`config.mk`:
```
export PLATFORM = sky130hd
export DESIGN_NAME = imm_alu
export DESIGN_NICKNAME = d
export VERILOG_FILES = /design/src/rtl/imm_alu_pkg.sv /design/src/rtl/imm_alu_ctrl.sv /design/src/rtl/imm_alu_dp.sv /design/src/rtl/imm_alu.sv
export SDC_FILE = /design/constraint.sdc
export NUM_CORES = 1
export LEC_CHECK = 0
export ABC_AREA = 1
export BUFFER_PORTS_ARGS = -buffer_cell sky130_fd_sc_hd__buf_4
export CAP_MARGIN = 20
export CORE_MARGIN = 3
export CORE_UTILIZATION = 55
export DETAILED_ROUTE_END_ITERATION = 8
export MAX_ROUTING_LAYER = met4
export PLACE_DENSITY = 0.89
export SYNTH_ARGS = -nofsm -noshare
export SYNTH_HDL_FRONTEND = slang
export SYNTH_SLANG_ARGS = --single-unit
```
`constraint.sdc`:
```
create_clock -name vclk -period 6.4
set_input_delay 1.28 -clock vclk [all_inputs]
set_output_delay 1.28 -clock vclk [all_outputs]
set_load 0.05 [all_outputs]
```
`src/rtl/imm_alu_pkg.sv`:
```
package imm_alu_pkg;

  typedef enum logic [3:0] {
    OP_ADD  = 4'd0,  OP_SUB  = 4'd1,  OP_AND  = 4'd2,  OP_OR   = 4'd3,
    OP_XOR  = 4'd4,  OP_NOR  = 4'd5,  OP_SLT  = 4'd6,  OP_ADDI = 4'd7,
    OP_ANDI = 4'd8,  OP_ORI  = 4'd9,  OP_XORI = 4'd10, OP_SLTI = 4'd11,
    OP_LUI  = 4'd12, OP_ADDR = 4'd13, OP_RSV0 = 4'd14, OP_RSV1 = 4'd15
  } alu_op_e;

  typedef enum logic [1:0] {
    LG_AND = 2'd0, LG_OR = 2'd1, LG_XOR = 2'd2, LG_NOR = 2'd3
  } logic_fn_e;

  typedef enum logic [2:0] {
    OUT_SUM = 3'd0, OUT_LOGIC = 3'd1, OUT_SLT = 3'd2, OUT_UPPER = 3'd3, OUT_NONE = 3'd4
  } out_sel_e;

  typedef struct packed {
    logic      useImm;
    logic      doSub;
    logic_fn_e logicFn;
    out_sel_e  outSel;
  } alu_ctrl_t;

endpackage

```
`src/rtl/imm_alu_ctrl.sv`:
```
module imm_alu_ctrl
  import imm_alu_pkg::*;
(
  input  logic [3:0] opSel,
  output alu_ctrl_t  ctrl
);

  always_comb begin
    ctrl = '{useImm: 1'b0, doSub: 1'b0, logicFn: LG_AND, outSel: OUT_NONE};
    case (alu_op_e'(opSel))
      OP_ADD:  ctrl.outSel = OUT_SUM;
      OP_SUB:  begin ctrl.outSel = OUT_SUM; ctrl.doSub = 1'b1; end
      OP_AND:  begin ctrl.outSel = OUT_LOGIC; ctrl.logicFn = LG_AND; end
      OP_OR:   begin ctrl.outSel = OUT_LOGIC; ctrl.logicFn = LG_OR; end
      OP_XOR:  begin ctrl.outSel = OUT_LOGIC; ctrl.logicFn = LG_XOR; end
      OP_NOR:  begin ctrl.outSel = OUT_LOGIC; ctrl.logicFn = LG_NOR; end
      OP_SLT:  begin ctrl.outSel = OUT_SLT; ctrl.doSub = 1'b1; end
      OP_ADDI: begin ctrl.outSel = OUT_SUM; ctrl.useImm = 1'b1; end
      OP_ANDI: begin ctrl.outSel = OUT_LOGIC; ctrl.logicFn = LG_AND; ctrl.useImm = 1'b1; end
      OP_ORI:  begin ctrl.outSel = OUT_LOGIC; ctrl.logicFn = LG_OR;  ctrl.useImm = 1'b1; end
      OP_XORI: begin ctrl.outSel = OUT_LOGIC; ctrl.logicFn = LG_XOR; ctrl.useImm = 1'b1; end
      OP_SLTI: begin ctrl.outSel = OUT_SLT; ctrl.doSub = 1'b1; ctrl.useImm = 1'b1; end
      OP_LUI:  ctrl.outSel = OUT_UPPER;
      OP_ADDR: begin ctrl.outSel = OUT_SUM; ctrl.useImm = 1'b1; end
      default: ctrl.outSel = OUT_NONE;
    endcase
  end

  // a comparison must always be decoded as a subtraction
  always_comb begin
    if (ctrl.outSel == OUT_SLT)
      p_slt_subtracts_r4: assert (ctrl.doSub)
        else $error("slt decoded without subtract");
  end

endmodule

```
`src/rtl/imm_alu_dp.sv`:
```
module imm_alu_dp
  import imm_alu_pkg::*;
#(
  parameter int DATA_W = 32,
  parameter int IMM_W  = 16
) (
  input  alu_ctrl_t         ctrl,
  input  logic [DATA_W-1:0] regA,
  input  logic [DATA_W-1:0] regB,
  input  logic [IMM_W-1:0]  immVal,
  output logic [DATA_W-1:0] result,
  output logic              zeroFlag,
  output logic              ovfFlag
);

  localparam int MSB    = DATA_W - 1;
  localparam int EXT_W  = DATA_W - IMM_W;

  logic [DATA_W-1:0] immExt, opB, addB, sumVal, logicVal, sltVal, upperVal;
  logic              ovfRaw, lessThan;

  assign immExt = {{EXT_W{immVal[IMM_W-1]}}, immVal};
  assign opB    = ctrl.useImm ? immExt : regB;
  assign addB   = ctrl.doSub ? ~opB : opB;
  assign sumVal = regA + addB + {{(DATA_W-1){1'b0}}, ctrl.doSub};

  // signed overflow: like-signed inputs producing an opposite-signed sum
  assign ovfRaw   = (regA[MSB] == addB[MSB]) && (sumVal[MSB] != regA[MSB]);
  assign lessThan = sumVal[MSB] ^ ovfRaw;
  assign sltVal   = {{(DATA_W-1){1'b0}}, lessThan};
  assign upperVal = {immVal, {EXT_W{1'b0}}};

  always_comb begin
    case (ctrl.logicFn)
      LG_AND:  logicVal = regA & opB;
      LG_OR:   logicVal = regA | opB;
      LG_XOR:  logicVal = regA ^ opB;
      default: logicVal = ~(regA | opB);
    endcase
  end

  always_comb begin
    case (ctrl.outSel)
      OUT_SUM:   result = sumVal;
      OUT_LOGIC: result = logicVal;
      OUT_SLT:   result = sltVal;
      OUT_UPPER: result = upperVal;
      default:   result = '0;
    endcase
  end

  assign zeroFlag = ~|result;
  assign ovfFlag  = (ctrl.outSel == OUT_SUM) && ovfRaw;

  // comparison result agrees with an independent signed compare
  always_comb begin
    if (ctrl.outSel == OUT_SLT)
      p_slt_signed_r4: assert (result == {{(DATA_W-1){1'b0}}, ($signed(regA) < $signed(opB))})
        else $error("slt result disagrees with signed compare");
  end

  // upper-immediate leaves the low half clear
  always_comb begin
    if (ctrl.outSel == OUT_UPPER)
      p_upper_low_clear_r6: assert (result[EXT_W-1:0] == '0)
        else $error("upper immediate low half not zero");
  end

  // overflow only ever reported for adder results
  always_comb begin
    if (ctrl.outSel != OUT_SUM)
      p_no_overflow_r8: assert (!ovfFlag)
        else $error("overflow flag set on non-adder result");
  end

  // reserved codes produce a zero result with the zero flag up
  always_comb begin
    if (ctrl.outSel == OUT_NONE)
      p_reserved_zero_r10: assert (zeroFlag && result == '0)
        else $error("reserved code produced nonzero result");
  end

endmodule

```
`src/rtl/imm_alu.sv`:
```
module imm_alu
  import imm_alu_pkg::*;
#(
  parameter int DATA_W = 32,
  parameter int IMM_W  = 16
) (
  input  logic [3:0]        opSel,
  input  logic [DATA_W-1:0] regA,
  input  logic [DATA_W-1:0] regB,
  input  logic [IMM_W-1:0]  immVal,
  output logic [DATA_W-1:0] result,
  output logic              zeroFlag,
  output logic              ovfFlag
);

  alu_ctrl_t ctrl;

  imm_alu_ctrl u_ctrl (
    .opSel (opSel),
    .ctrl  (ctrl)
  );

  imm_alu_dp #(.DATA_W(DATA_W), .IMM_W(IMM_W)) u_dp (
    .ctrl     (ctrl),
    .regA     (regA),
    .regB     (regB),
    .immVal   (immVal),
    .result   (result),
    .zeroFlag (zeroFlag),
    .ovfFlag  (ovfFlag)
  );

endmodule

```
==> metrics.md, run 1 <==
| Metric | Value |
|---|---|
| Logic pwr share | 1.000 |
| Vias in the first global route | 6447 |
| Fin. Hold Viols | 0 |
| Critical Path Fanout Max | 17 |
| Overflow after GRT | 0 |
| Full die area | 11100 um2 |
| GP Congestion | 1.08 |
| Top cells by area, synth | ha_1, nand2_1, inv_1 |
| Setup Viol. Count Final | 0 |
| Iteration-0 DRC Markers | 542 |
| Worst slack at placement | -0.0271 ns |
| WHS | 2.93 ns |
| Tot Pwr | 1.02 mW |
| Post-DR wirelength/cell | 17.1 um |
| Final core occ | 0.695 |
| Period minus WS final | 6.15 ns |
| Actual slew at the worst max-slew pin | 0.671 ns |
| Peak VDD IR | 0.135 mV |
| Avg Vias per Cell | 5.85 |
| Die Ht | 105 um |
| Input/output buffers | 118 |
| Net Sw Frac | 0.670 |
| Seq pwr share | 0 |
| Critical path endpoint category | output pin |
| Starting density of the core | 0.576 |
| Post-route insts no fill | 1200 |
| Max Cap Viol | 0 |
| Pwr/cell area | 156 nW/um2 |
| Final Max Slew Viols | 0 |
| Placed cells | 1199 |
| DP Area | 6450 um2 |
| RSZ-0062 raised after global routing | no |
| NumNets Final | 1258 |
| Final worst slack | 0.254 ns |
| Sequential share of the synthesized area | 0 |
| Rows | 35 |
| Pint | 0.337 mW |
| Critical Path Start Type | primary input |
| Mapped Cells | 963 |
| Cell accounting for the most synthesized area | ha_1 |
| Mapped Nets | 1148 |
| Drt total wl | 20.5 mm |
| Hold_sp | regA[31] |
| Syn Area/Cell | 5.63 um2 |
| Initial DRT Pass Iterations | 6 |
| Core area | 9420 um2 |
| Normalized max-slew margin | 0.552 |
| # clk buffers | 0 |
| Final instance area | 6550 um2 |
| Register area | 0 um2 |
| Critical Path AT | 4.87 ns |
| Via Count | 7014 |
| Total GRT Usage | 0.355 |
| Hpwl dp | 16.5 mm |
| Yosys Warn Count | 0 |
| Crit path required time | 5.12 ns |
| Netlist cell types | 43 |
| First-pass GRT wire length | 31.5 mm |
| Routed Antenna Nets | 0 |
| Top-area cell type share of the netlist area | 0.231 |
| DRC | 0 |
| Die W | 105 um |
| Max Clk Rate | 0.163 GHz |
| # diodes | 0 |
| Crit. Startpoint | opSel[1] |
| Seq_cells | 0 |
| Antenna violations before repair | 0 |
| Status | finished, final reports clean |
| Crit path kind | in2out |
| Clock Power Share | 0 |
| Final worst path period share | 0.960 |
| Hold Crit Class | in2out |
| NetSw | 0.685 mW |
| Synth-to-Final Area Change | 20.8% |
| Layout cell share with drive strength beyond 1 | 0.183 |
| Synth Cell Area | 5420 um2 |
| Final TNS setup | 0 ns |
| IO Count | 118 |
| Lkg Pwr | 3.70 nW |
| Largest net degree at the start of global routing | 33 |
## worst max-delay path, stage by stage
cell and delay, ns:
buf_4 0.13, inv_2 0.08, nand2_2 0.10, nand2_4 0.12, nand2_8 0.12, o21ai_1 0.56, xor2_1 0.22, ha_1 0.36
nand2_1 0.12, nor2_1 0.17, inv_1 0.08, nor2_1 0.18, nand4_1 0.14, nand2_1 0.13, nand2_1 0.06, nand3_1 0.07
nand2_1 0.09, nor2_1 0.15, nand4_1 0.17, nor3_2 0.17, nand2_1 0.08, nor2_2 0.11, buf_6 0.17
## power groups by stage
stage	clock [mW]	combinational, mW	sequential, mW
after global routing	0	1.11	0
final	0	1.02	0
after detailed placement	0	0.975	0
after global placement	0	0.968	0
after floorplan	0	0.680	0
after CTS	0	0.980	0
## cell families (layout without fill, tap and decap cells)
| family | Yosys count | after routing | share of synthesized area |
|---|---|---|---|
| fa+ha+maj | 101 | 101 | 0.235 |
| compound gates | 189 | 189 | 0.209 |
| buf+inv | 193 | 301 | 0.139 |
| simple gates | 447 | 447 | 0.364 |
| xor+xnor | 33 | 33 | 0.0533 |
## cells in the mapped netlist (4+ instances only)
library cell,n
a21o_1,7
a21oi_1,59
a22oi_1,11
buf_1,5
buf_2,6
clkbuf_1,10
ha_1,100
inv_1,159
inv_2,8
nand2_1,249
nand2_2,15
nand3_1,63
nand3_2,4
nand3b_1,6
nand4_1,9
nor2_1,76
nor2_2,4
nor3_1,7
o2111ai_1,23
o211ai_1,4
o21ai_0,69
or2_2,4
xor2_1,32
## cell type report
cell class	count	area (um2)
inverters	169	642
repair buffers	132	998
well taps	129	161
multi-input cells	770	4740
fillers	898	2870
## routing by layer
| layer | share of wire | GRT usage |
|---|---|---|
| met1 | 0.41 | 0.461 |
| met2 | 0.44 | 0.568 |
| met3 | 0.11 | 0.0539 |
| met4 | 0.038 | 0.109 |
| met5 | 0 | - |
## cell usage in the layout (no fill, tap or decap), types with 3 or more instances in the layout
cell type / instances
o21ai_2: 9
o2111ai_1: 23
nand2_2: 16
o21bai_1: 3
ha_1: 99
nand3b_1: 6
nor2_1: 75
inv_2: 9
a31oi_1: 3
o21ai_1: 13
a21o_1: 7
xor2_1: 31
or2_2: 4
nand3_2: 4
o21ai_0: 51
a21oi_1: 56
inv_1: 159
nor2_2: 5
buf_4: 130
nand2_4: 3
a21oi_2: 3
o211ai_1: 4
a22oi_1: 11
nand4_1: 9
nand2_1: 247
nand3_1: 63
nor3_1: 7
## repair_timing
| action | CTS | global route |
|---|---|---|
| hold buffers | 0 | 0 |
| resized for setup | 1 | 41 |
| pin swaps | 0 | 3 |
| buffers inserted | 0 | 1 |
| setup endpoints to repair | 1 | 2 |
| gates cloned | 0 | 0 |
## final timing paths
| path | cells past startpoint | end | slack, ns |
|---|---|---|---|
| max | 23 | zeroFlag | 0.25 |
| min | 3 | ovfFlag | 2.93 |
Note: power is estimated with default switching activity, not from simulation.
==> run 2: changes to the inputs <==
CORE_MARGIN = default   (was 3)
CORE_UTILIZATION = 40   (was 55)
PLACE_DENSITY = 0.7   (was 0.89)
==> metrics.md, run 2 (synthesis results as in run 1) <==
| Metric | Value |
|---|---|
| Critical path endpoint category | output pin |
| Worst slack at placement | 0.0875 ns (+0.115 ns) |
| Final worst path period share | 0.958 (-0.00222) |
| Seq_cells | 0 (unchanged) |
| CP most frequent cell | nand2_1 |
| Hold Path Stages | 3 (unchanged) |
| Slowest Stage Delay on Critical Path | 0.37 ns (-0.19 ns) |
| Avg Vias per Cell | 5.34 (-8.6%) |
| Core area | 13200 um2 (+41%) |
| Critical Path Start Type | primary input |
| Input/output buffers | 118 (unchanged) |
| Die W | 118 um (+12%) |
| Hpwl dp | 17.2 mm (+3.8%) |
| Final worst slack | 0.268 ns (+0.0142 ns) |
| Critical Path AT | 4.85 ns (-0.02 ns) |
| Total GRT Usage | 0.292 (-0.0627) |
| Via Count | 6760 (-3.6%) |
| Max Cap Viol | 0 (unchanged) |
| # diodes | 0 (unchanged) |
| Final Max Slew Viols | 0 (unchanged) |
| # clk buffers | 0 (unchanged) |
| Post-DR wirelength/cell | 16.2 um (-4.8%) |
| Hold_sp | regA[31] |
| Status | finished, final reports clean |
| Fin. Hold Viols | 0 (unchanged) |
| Hold-fix buffers, CTS | 0 (unchanged) |
| First-pass GRT wire length | 31.8 mm (+0.89%) |
| Starting density of the core | 0.409 (-0.166) |
| Critical Path Fanout Max | 9 (-8) |
| Vias in the first global route | 6178 (-4.2%) |
| Period minus WS final | 6.13 ns (-0.0142 ns) |
| Hold Path Sink | ovfFlag |
| Crit path kind | in2out |
| Crit-path cells | buf_4 > nand2_2 > o21bai_4 > nand2_4 > o21ai_1 > xor2_1 > ha_1 > a21o_1 > a21oi_1 > nand2_1 > a21oi_1 > nand3_1 > nand3_1 > nand2_1 > nor2_1 > nand4_1 > nor3_2 > nand2_1 > nor2_2 > buf_6 |
| Lkg Pwr | 3.79 nW (+2.4%) |
| Routed Antenna Nets | 0 (unchanged) |
| Setup Viol. Count Final | 0 (unchanged) |
| Peak VDD IR | 0.107 mV (-21%) |
| Drt total wl | 20.6 mm (+0.45%) |
| Pwr/cell area | 155 nW/um2 (-1.0%) |
| Actual slew at the worst max-slew pin | 0.653 ns (-0.0181 ns) |
| Placed cells | 1262 (+5.3%) |
| Register area | 0 um2 (unchanged) |
| Rows | 42 (+20%) |
| Synth-to-Final Area Change | 25.6% |
| Normalized max-slew margin | 0.564 (+0.0121) |
| Full die area | 14000 um2 (+27%) |
| WHS | 2.94 ns (+0.00648 ns) |
| IO Count | 118 (unchanged) |
| Most frequent cells in the layout | nand2_1, inv_1, buf_4 |
| GP Congestion | 1.02 (-5.2%) |
| Antenna violations before repair | 0 (unchanged) |
| Initial DRT Pass Iterations | 5 (-1) |
| NumNets Final | 1277 (+1.5%) |
| Hold Crit Class | in2out |
| Crit path required time | 5.12 ns (about the same) |
| DRC | 0 (unchanged) |
| Overflow after GRT | 0 (unchanged) |
| Max Clk Rate | 0.163 GHz (+0.23%) |
| Final TNS setup | 0 ns (unchanged) |
| Largest net degree at the start of global routing | 33 (unchanged) |
| Iteration-0 DRC Markers | 618 (+14%) |
| Die Ht | 118 um (+12%) |
| Slowest stage cell, crit path | o21ai_1 |
| Commonest non-fill, non-tap cell in the layout | nand2_1 |
| Layout cell share with drive strength beyond 1 | 0.203 (+0.0197) |
| Post-route insts no fill | 1266 (+5.5%) |
## run 2: cell type report
type	count	area, um2
inverter	169	652
tap	176	220
timing repair buffer	150	1130
multi-input combinational	771	4800
fill	1467	6430
## run 2: worst max-delay path, delay by kind of cell
family                   cells  cell delay [ns]
AO/OA/AOI/OAI                5             1.39
XOR/XNOR                     1             0.26
buffers and inverters        2             0.30
AND/OR/NAND/NOR             11             1.31
adder cells (fa/ha/maj)      1             0.29
## run 2: worst max path at each step
stage                   from        to  slack [ns]  cells past startpoint
CTS                 opSel[3]  zeroFlag        0.07                     27
floorplan           opSel[2]  zeroFlag        0.12                     23
global route        opSel[3]  zeroFlag       -0.02                     28
detailed placement  opSel[3]  zeroFlag        0.09                     27
global placement    opSel[3]  zeroFlag        0.13                     26
finish              opSel[1]  zeroFlag        0.27                     20
## run 2: repair_timing
item,4_1_cts,5_1_grt
buffers inserted,0,3
resized for setup,0,53
endpoints found under the setup margin,0,3
## run 2: per-stage QoR
| stage | total power, mW | instance area, um2 | util |
|---|---|---|---|
| 2_1_floorplan | 0.680 | 5420 | - |
| 6_report | 1.05 | 6810 | 0.514 |
| 5_1_grt | 1.15 | 6810 | 0.514 |
| 3_3_place_gp | 0.999 | 6630 | 0.500 |
| 4_1_cts | 1.01 | 6630 | 0.500 |
| 3_5_place_dp | 1.01 | 6630 | 0.500 |
## run 2: metal layers
layer	GRT usage	wire, um
met5	-	0
met3	0.0101	1070
met1	0.380	9280
met4	0.0728	506
met2	0.497	9710
## run 2: power breakdown
group	leakage [nW]	total, mW	internal, mW	switching (mW)
clock	0	0	0	0
combinational	3.79	1.05	0.363	0.690
sequential	0	0	0	0
total	3.79	1.05	0.363	0.690
